<file path="config.mk">
export PLATFORM = sky130hd
export DESIGN_NAME = periph_reset_ctl
export DESIGN_NICKNAME = d
export VERILOG_FILES = /design/src/rtl/prc_pkg.sv /design/src/rtl/prc_line_settle.sv /design/src/rtl/prc_status_bank.sv /design/src/rtl/prc_regs.sv /design/src/rtl/periph_reset_ctl.sv
export SDC_FILE = /design/constraint.sdc
export NUM_CORES = 1
export LEC_CHECK = 0
export BUFFER_PORTS_ARGS = -buffer_cell sky130_fd_sc_hd__buf_2
export CORE_MARGIN = 2
export CORE_UTILIZATION = 40
export CTS_BUF_LIST = sky130_fd_sc_hd__clkbuf_8
export DETAILED_ROUTE_END_ITERATION = 10
export GPL_ROUTABILITY_DRIVEN = 0
export PLACE_DENSITY = 0.73
export SLEW_MARGIN = 30
export SYNTH_ARGS = -nofsm -noshare
export SYNTH_HDL_FRONTEND = slang
export SYNTH_SLANG_ARGS = --single-unit
export TNS_END_PERCENT = 100
</file>
<file path="constraint.sdc">
create_clock -name clk_i -period 3.6 [get_ports clk_i]
set_input_delay 0.54 -clock clk_i [delete_from_list [all_inputs] [get_ports clk_i]]
set_output_delay 0.54 -clock clk_i [all_outputs]
set_load 0.005 [all_outputs]
</file>
<file path="src/rtl/prc_pkg.sv">
package prc_pkg;

  localparam int unsigned WORD_W = 32;

  typedef enum logic [2:0] {
    SEL_NONE,
    SEL_RST_REQ,
    SEL_RST_STS,
    SEL_CLK_REQ,
    SEL_CLK_STS
  } reg_sel_e;

  // Offset 0x0 is the reset request in both layouts; the rest depends on layout.
  function automatic reg_sel_e decode_offset(input logic [7:0] ofs, input logic paired);
    reg_sel_e sel;
    sel = SEL_NONE;
    case (ofs)
      8'h00: sel = SEL_RST_REQ;
      8'h04: sel = paired ? SEL_CLK_STS : SEL_RST_STS;
      8'h08: sel = paired ? SEL_RST_STS : SEL_NONE;
      8'h0C: sel = paired ? SEL_CLK_REQ : SEL_NONE;
      default: sel = SEL_NONE;
    endcase
    return sel;
  endfunction

endpackage

</file>
<file path="src/rtl/prc_line_settle.sv">
module prc_line_settle #(
  parameter int unsigned DELAY = 4,
  localparam int unsigned CW = $clog2(DELAY + 1)
) (
  input  logic clk_i,
  input  logic rst_ni,
  input  logic target_i,
  output logic status_o
);

  logic          sts_q;
  logic [CW-1:0] cnt_q;

  always_ff @(posedge clk_i or negedge rst_ni) begin
    if (!rst_ni) begin
      sts_q <= 1'b0;
      cnt_q <= '0;
    end else if (target_i == sts_q) begin
      cnt_q <= '0;
    end else if (cnt_q == CW'(DELAY - 1)) begin
      sts_q <= target_i;
      cnt_q <= '0;
    end else begin
      cnt_q <= cnt_q + 1'b1;
    end
  end

  assign status_o = sts_q;

  // a status change always lands on the value the request held
  a_r4_moves_to_target: assert property (@(posedge clk_i) disable iff (!rst_ni)
    !$stable(sts_q) |-> sts_q == $past(target_i));

  // no movement while status already matches the request
  a_r3_quiet_when_matched: assert property (@(posedge clk_i) disable iff (!rst_ni)
    (target_i == sts_q) |=> $stable(sts_q));

endmodule

</file>
<file path="src/rtl/prc_status_bank.sv">
module prc_status_bank #(
  parameter int unsigned NUM_LINES  = 32,
  parameter int unsigned DELAY      = 4,
  parameter logic [31:0] VALID_MASK = 32'h0000_1F7F
) (
  input  logic                 clk_i,
  input  logic                 rst_ni,
  input  logic [NUM_LINES-1:0] req_i,
  output logic [NUM_LINES-1:0] sts_o
);

  localparam logic [NUM_LINES-1:0] VMASK = VALID_MASK[NUM_LINES-1:0];

  logic [NUM_LINES-1:0] target;
  assign target = req_i & VMASK;

  for (genvar i = 0; i < NUM_LINES; i++) begin : g_line
    prc_line_settle #(.DELAY(DELAY)) i_settle (
      .clk_i    (clk_i),
      .rst_ni   (rst_ni),
      .target_i (target[i]),
      .status_o (sts_o[i])
    );
  end

endmodule

</file>
<file path="src/rtl/prc_regs.sv">
module prc_regs
  import prc_pkg::*;
#(
  parameter int unsigned NUM_LINES  = 32,
  parameter int unsigned ADDR_W     = 4,
  parameter bit          PAIRED     = 1'b1,
  parameter logic [31:0] VALID_MASK = 32'h0000_1F7F
) (
  input  logic                 clk_i,
  input  logic                 rst_ni,
  input  logic                 reg_wr_i,
  input  logic                 reg_rd_i,
  input  logic [ADDR_W-1:0]    reg_addr_i,
  input  logic [WORD_W-1:0]    reg_wdata_i,
  output logic [WORD_W-1:0]    reg_rdata_o,
  output logic                 reg_rvalid_o,
  input  logic [NUM_LINES-1:0] rst_sts_i,
  input  logic [NUM_LINES-1:0] clk_sts_i,
  output logic [NUM_LINES-1:0] rst_req_o,
  output logic [NUM_LINES-1:0] clk_req_o
);

  localparam logic [NUM_LINES-1:0] VMASK = VALID_MASK[NUM_LINES-1:0];

  reg_sel_e             sel;
  logic [NUM_LINES-1:0] rst_req_q, clk_req_q;
  logic [NUM_LINES-1:0] wbits;
  logic [WORD_W-1:0]    rd_word;
  logic [WORD_W-1:0]    rdata_q;
  logic                 rvalid_q;

  assign sel   = decode_offset(8'(reg_addr_i), PAIRED);
  assign wbits = reg_wdata_i[NUM_LINES-1:0] & VMASK;

  always_comb begin
    rd_word = '0;
    case (sel)
      SEL_RST_REQ: rd_word[NUM_LINES-1:0] = rst_req_q;
      SEL_CLK_REQ: rd_word[NUM_LINES-1:0] = clk_req_q;
      SEL_RST_STS: rd_word[NUM_LINES-1:0] = rst_sts_i & VMASK;
      SEL_CLK_STS: rd_word[NUM_LINES-1:0] = clk_sts_i & VMASK;
      default:     rd_word = '0;
    endcase
  end

  always_ff @(posedge clk_i or negedge rst_ni) begin
    if (!rst_ni) begin
      rst_req_q <= '0;
      clk_req_q <= '0;
      rdata_q   <= '0;
      rvalid_q  <= 1'b0;
    end else begin
      rvalid_q <= reg_rd_i;
      if (reg_rd_i) rdata_q <= rd_word;
      if (reg_wr_i && sel == SEL_RST_REQ) rst_req_q <= wbits;
      if (reg_wr_i && sel == SEL_CLK_REQ) clk_req_q <= wbits;
    end
  end

  assign rst_req_o    = rst_req_q;
  assign clk_req_o    = clk_req_q;
  assign reg_rdata_o  = rdata_q;
  assign reg_rvalid_o = rvalid_q;

  // status or undecoded writes leave both request words alone
  a_r9_ro_write_ignored: assert property (@(posedge clk_i) disable iff (!rst_ni)
    (reg_wr_i && (sel == SEL_NONE || sel == SEL_RST_STS || sel == SEL_CLK_STS))
      |=> ($stable(rst_req_q) && $stable(clk_req_q)));

  // every read strobe yields valid data one cycle later
  a_r10_read_latency: assert property (@(posedge clk_i) disable iff (!rst_ni)
    reg_rd_i |=> reg_rvalid_o);

  // a reset request write lands masked by the valid mask
  a_r2_write_lands: assert property (@(posedge clk_i) disable iff (!rst_ni)
    (reg_wr_i && sel == SEL_RST_REQ)
      |=> rst_req_q == ($past(reg_wdata_i[NUM_LINES-1:0]) & VMASK));

endmodule

</file>
<file path="src/rtl/periph_reset_ctl.sv">
module periph_reset_ctl #(
  parameter int unsigned NUM_LINES  = 32,
  parameter int unsigned ADDR_W     = 4,
  parameter bit          PAIRED     = 1'b1,
  parameter logic [31:0] VALID_MASK = 32'h0000_1F7F,
  parameter int unsigned RST_SETTLE = 4,
  parameter int unsigned CLK_SETTLE = 9
) (
  input  logic                 clk_i,
  input  logic                 rst_ni,
  input  logic                 reg_wr_i,
  input  logic                 reg_rd_i,
  input  logic [ADDR_W-1:0]    reg_addr_i,
  input  logic [31:0]          reg_wdata_i,
  output logic [31:0]          reg_rdata_o,
  output logic                 reg_rvalid_o,
  output logic [NUM_LINES-1:0] rst_n_o,
  output logic [NUM_LINES-1:0] clk_en_o,
  output logic [NUM_LINES-1:0] settled_o
);

  localparam logic [NUM_LINES-1:0] VMASK = VALID_MASK[NUM_LINES-1:0];

  logic [NUM_LINES-1:0] rst_req, clk_req, rst_sts, clk_sts;

  prc_regs #(
    .NUM_LINES (NUM_LINES),
    .ADDR_W    (ADDR_W),
    .PAIRED    (PAIRED),
    .VALID_MASK(VALID_MASK)
  ) i_regs (
    .clk_i       (clk_i),
    .rst_ni      (rst_ni),
    .reg_wr_i    (reg_wr_i),
    .reg_rd_i    (reg_rd_i),
    .reg_addr_i  (reg_addr_i),
    .reg_wdata_i (reg_wdata_i),
    .reg_rdata_o (reg_rdata_o),
    .reg_rvalid_o(reg_rvalid_o),
    .rst_sts_i   (rst_sts),
    .clk_sts_i   (clk_sts),
    .rst_req_o   (rst_req),
    .clk_req_o   (clk_req)
  );

  prc_status_bank #(
    .NUM_LINES (NUM_LINES),
    .DELAY     (RST_SETTLE),
    .VALID_MASK(VALID_MASK)
  ) i_rst_bank (
    .clk_i (clk_i),
    .rst_ni(rst_ni),
    .req_i (rst_req),
    .sts_o (rst_sts)
  );

  if (PAIRED) begin : g_paired
    prc_status_bank #(
      .NUM_LINES (NUM_LINES),
      .DELAY     (CLK_SETTLE),
      .VALID_MASK(VALID_MASK)
    ) i_clk_bank (
      .clk_i (clk_i),
      .rst_ni(rst_ni),
      .req_i (clk_req),
      .sts_o (clk_sts)
    );
    assign clk_en_o  = clk_req;
    assign settled_o = VMASK & ~(rst_req ^ rst_sts) & ~(clk_req ^ clk_sts);
  end else begin : g_solo
    assign clk_sts   = '0;
    assign clk_en_o  = rst_req;
    assign settled_o = VMASK & ~(rst_req ^ rst_sts);
  end

  assign rst_n_o = rst_req;

endmodule

</file>
==> flow_summary.toml <==
[worst_setup_path]
crit_type = "reg -> out"
cp.required_ns = 3.06
worstPathMaxFanout = 5
end_kind = "output pin"
critPathLaunchType = "flop"
crit_arrival_ns = 1.62

[clock_network]
cts_hold_buf = 0
clk_pin_slew_ns = 0.08
cts_tree = "yes"
worstSkewPairLatency_ns = 0.44
ctsRootBufferMaster = "clkbuf_8"
clock-sinks = 145
cts_buffers = 17
clk_path_buf_depth = 2
post_cts_buffers = 0
htree_levels = 4
cts_resized = 0

[yosys]
syn-cell-area_um2 = 7500
yosys-top-cells-area = "dfrtp_1, buf_4, mux2_2"
synth_fa_ha_area_share_pct = 6.00
synth_cell_type_count = 33
ys_seq_area_share_pct = 48.3
synth-compound-area-share_pct = 2.85
synth_top_area_share_pct = 48.3
yosysWarnings = 0
synth_xor_area_share_pct = 5.25
synth_top_family_by_area = "simple AND/OR/NAND/NOR gates"
synthCells = 654
synth.area.mux_share_pct = 11.6
synth-simple-area-share_pct = 13.0
avgSynthCellArea_um2 = 11.5
yosys_register_bits = 145
synth_top_area_cell = "dfrtp_1"

[status]
status = "completed"

[sta]
final_hold_viol_count = 0
setup_ws_ns = 1.44
max_slew_margin_pct = 42.7
maxSlewViolCount = 0
fmax_mhz = 463
setup_viol = 0
finalCriticalPeriod_ns = 2.16
whs_ns = 0.0799
worst_pin_slew_ns = 0.857
fin_setup_tns_ns = 0
rsz0062_at_grt = "no"
min_period_over_period_pct = 59.9
clock_skew_ns = 0.00631

[route]
ant_nets = 0
first_iter_violations = 294
drtPass1Iterations = 5
drc_errors = 0
drt-total-wl_um = 13200
vias_per_cell = 4.64
vias = 4451
wl_per_cell_um = 13.7

[placement]
dp_hpwl_um = 9350
dp.cells = 928
numPortBuffers = 68
placed_cell_area_um2 = 7640
pre_cts_ws_ns = 1.24

[die]
die_h_um = 141
rows = 50
start_util_pct = 40.4
pin_count = 169
dieWidth_um = 141
dieArea_um2 = 19900
core_area_um2 = 18600

[finish]
layout.cells.non_filler = 960
design_area_um2 = 8020
multiInputGateArea_um2 = 3210
areaGrowthSynthToFinish_pct = 6.90
register_area_um2 = 3630
num_antenna_cells = 0
nets = 789
drive_gt1_share_pct = 23.3
fillers = 1712

[hold_path]
worst_hold_path_type = "in -> async"

[grt]
grt_first_pass_wirelength_um = 22000
grt_overflow = 0
grt_max_degree = 66
grt_pass1_vias = 4416
antenna_found_initial = 0
grtUsageTotal_pct = 14.1

[pwr]
peakVddDrop_mv = 0.350
cellPowerDensity_nw_per_um2 = 604
p_leak_uw = 0.00391

[run]
maxCapViolCount = 0
## cells in the mapped netlist, drive strengths merged
master / instances
dfrtp: 145
buf: 109
mux2: 48
inv: 37
ha: 36
xnor2: 27
nand3: 24
nor2b: 24
nor2: 21
a21oi: 20
and2: 20
nor3: 20
nand2: 18
xor2: 18
o21ai: 16
nor3b: 15
mux4: 12
nand2b: 11
nand3b: 9
mux2i: 5
and3: 4
or2: 4
a31o: 3
nor4b: 3
clkbuf: 2
and4: 1
conb: 1
o31ai: 1
## routing by layer
metal | vias up | routed length [µm] | track usage, %
li1 | 2124 | - | -
met1 | 2192 | 6220 | 18.9
met2 | 122 | 6240 | 22.6
met3 | 13 | 575 | 3.46
met4 | 0 | 153 | 4.58
met5 | - | 0 | 0
## per-stage QoR
step | power (µW) | util [%]
CTS | 4910 | 43.2
finish | 4850 | 43.2
global placement | 3590 | 41.1
floorplan | 3330 | -
detailed placement | 3650 | 41.1
global route | 5210 | 43.2
## kinds of logic after synthesis
| group | Yosys count |
|---|---|
| adders and majority gates | 36 |
| buffers and inverters | 148 |
| other | 1 |
| and+or+nand+nor | 174 |
| DFF | 145 |
| AOI/OAI and AO/OA | 40 |
| muxes | 65 |
| xor gates and xnor gates | 45 |
## worst paths after layout
path                                                               endpoint  depth (start not counted)                                              from  slack (ns)
max in group asynchronous   g_paired.i_clk_bank.g_line[4].i_settle.status_o                          2                                            rst_ni        2.66
min in group clk_i                                      i_regs.rst_req_o[5]                          2                                    reg_wdata_i[5]        0.34
min                                  i_rst_bank.g_line[5].i_settle.cnt_q[1]                          1                                            rst_ni        0.08
max reg2reg                g_paired.i_clk_bank.g_line[10].i_settle.status_o                          5  g_paired.i_clk_bank.g_line[10].i_settle.cnt_q[0]        2.23
max                                                           settled_o[10]                          3                              i_regs.clk_req_o[10]        1.44
min reg2reg                          i_rst_bank.g_line[1].i_settle.cnt_q[0]                          1            i_rst_bank.g_line[1].i_settle.cnt_q[0]        0.44
## power by group
group / total [µW] / switching (µW) / internal [µW] / leakage [µW]
Clock: 1250 / 607 / 639 / 0.000202
Combinational: 1290 / 619 / 673 / 0.00179
Sequential: 2310 / 331 / 1980 / 0.00192
## area by class of cell
| cell class | count | share of cell area [%] |
|---|---|---|
| clock inverter | 13 | 1.48 |
| timing repair buffer | 72 | 4.69 |
| inverter | 37 | 1.73 |
| sequential | 145 | 45.2 |
| tap | 234 | 3.65 |
| multi-input combinational | 440 | 40.0 |
| clock buffer | 19 | 3.26 |
## registers in the layout, indices dropped and copies added, names as in the netlist
name	cells
i_regs.reg_rvalid_o	1
g_paired.i_clk_bank.g_line.i_settle.cnt_q	48
i_regs.reg_rdata_o	12
i_rst_bank.g_line.i_settle.cnt_q	36
i_regs.clk_req_o	12
i_rst_bank.g_line.i_settle.status_o	12
g_paired.i_clk_bank.g_line.i_settle.status_o	12
i_regs.rst_req_o	12
## critical path, stage by stage (launching register included)
cell     delay, ns
dfrtp_1       0.44
xnor2_1       0.41
and2_1        0.22
buf_2         0.11
## placed cells by master, fill, tap and decap left out, types with 3 or more instances in the layout
| cell | Yosys | final |
|---|---|---|
| xnor2_1 | 27 | 27 |
| clkinv_2 | 0 | 8 |
| nand2_1 | 18 | 18 |
| nor2_1 | 20 | 20 |
| xor2_1 | 18 | 18 |
| mux2_2 | 48 | 48 |
| o21ai_0 | 8 | 8 |
| and3_1 | 4 | 4 |
| nor3_1 | 20 | 20 |
| buf_2 | 2 | 67 |
| a21oi_1 | 20 | 20 |
| nand3_1 | 24 | 24 |
| mux2i_1 | 5 | 5 |
| nor3b_1 | 15 | 15 |
| a31o_2 | 3 | 3 |
| clkbuf_8 | 0 | 19 |
| nand3b_1 | 9 | 9 |
| buf_4 | 105 | 4 |
| and2_1 | 20 | 20 |
| or2_2 | 4 | 4 |
| conb_1 | 1 | 80 |
| o21ai_1 | 8 | 8 |
| inv_1 | 37 | 38 |
| nor4b_1 | 3 | 3 |
| nand2b_1 | 11 | 11 |
| dfrtp_1 | 145 | 145 |
| ha_1 | 36 | 36 |
| mux4_2 | 10 | 10 |
| nor2b_1 | 24 | 24 |
No activity file was read; power rests on OpenSTA's default activity.
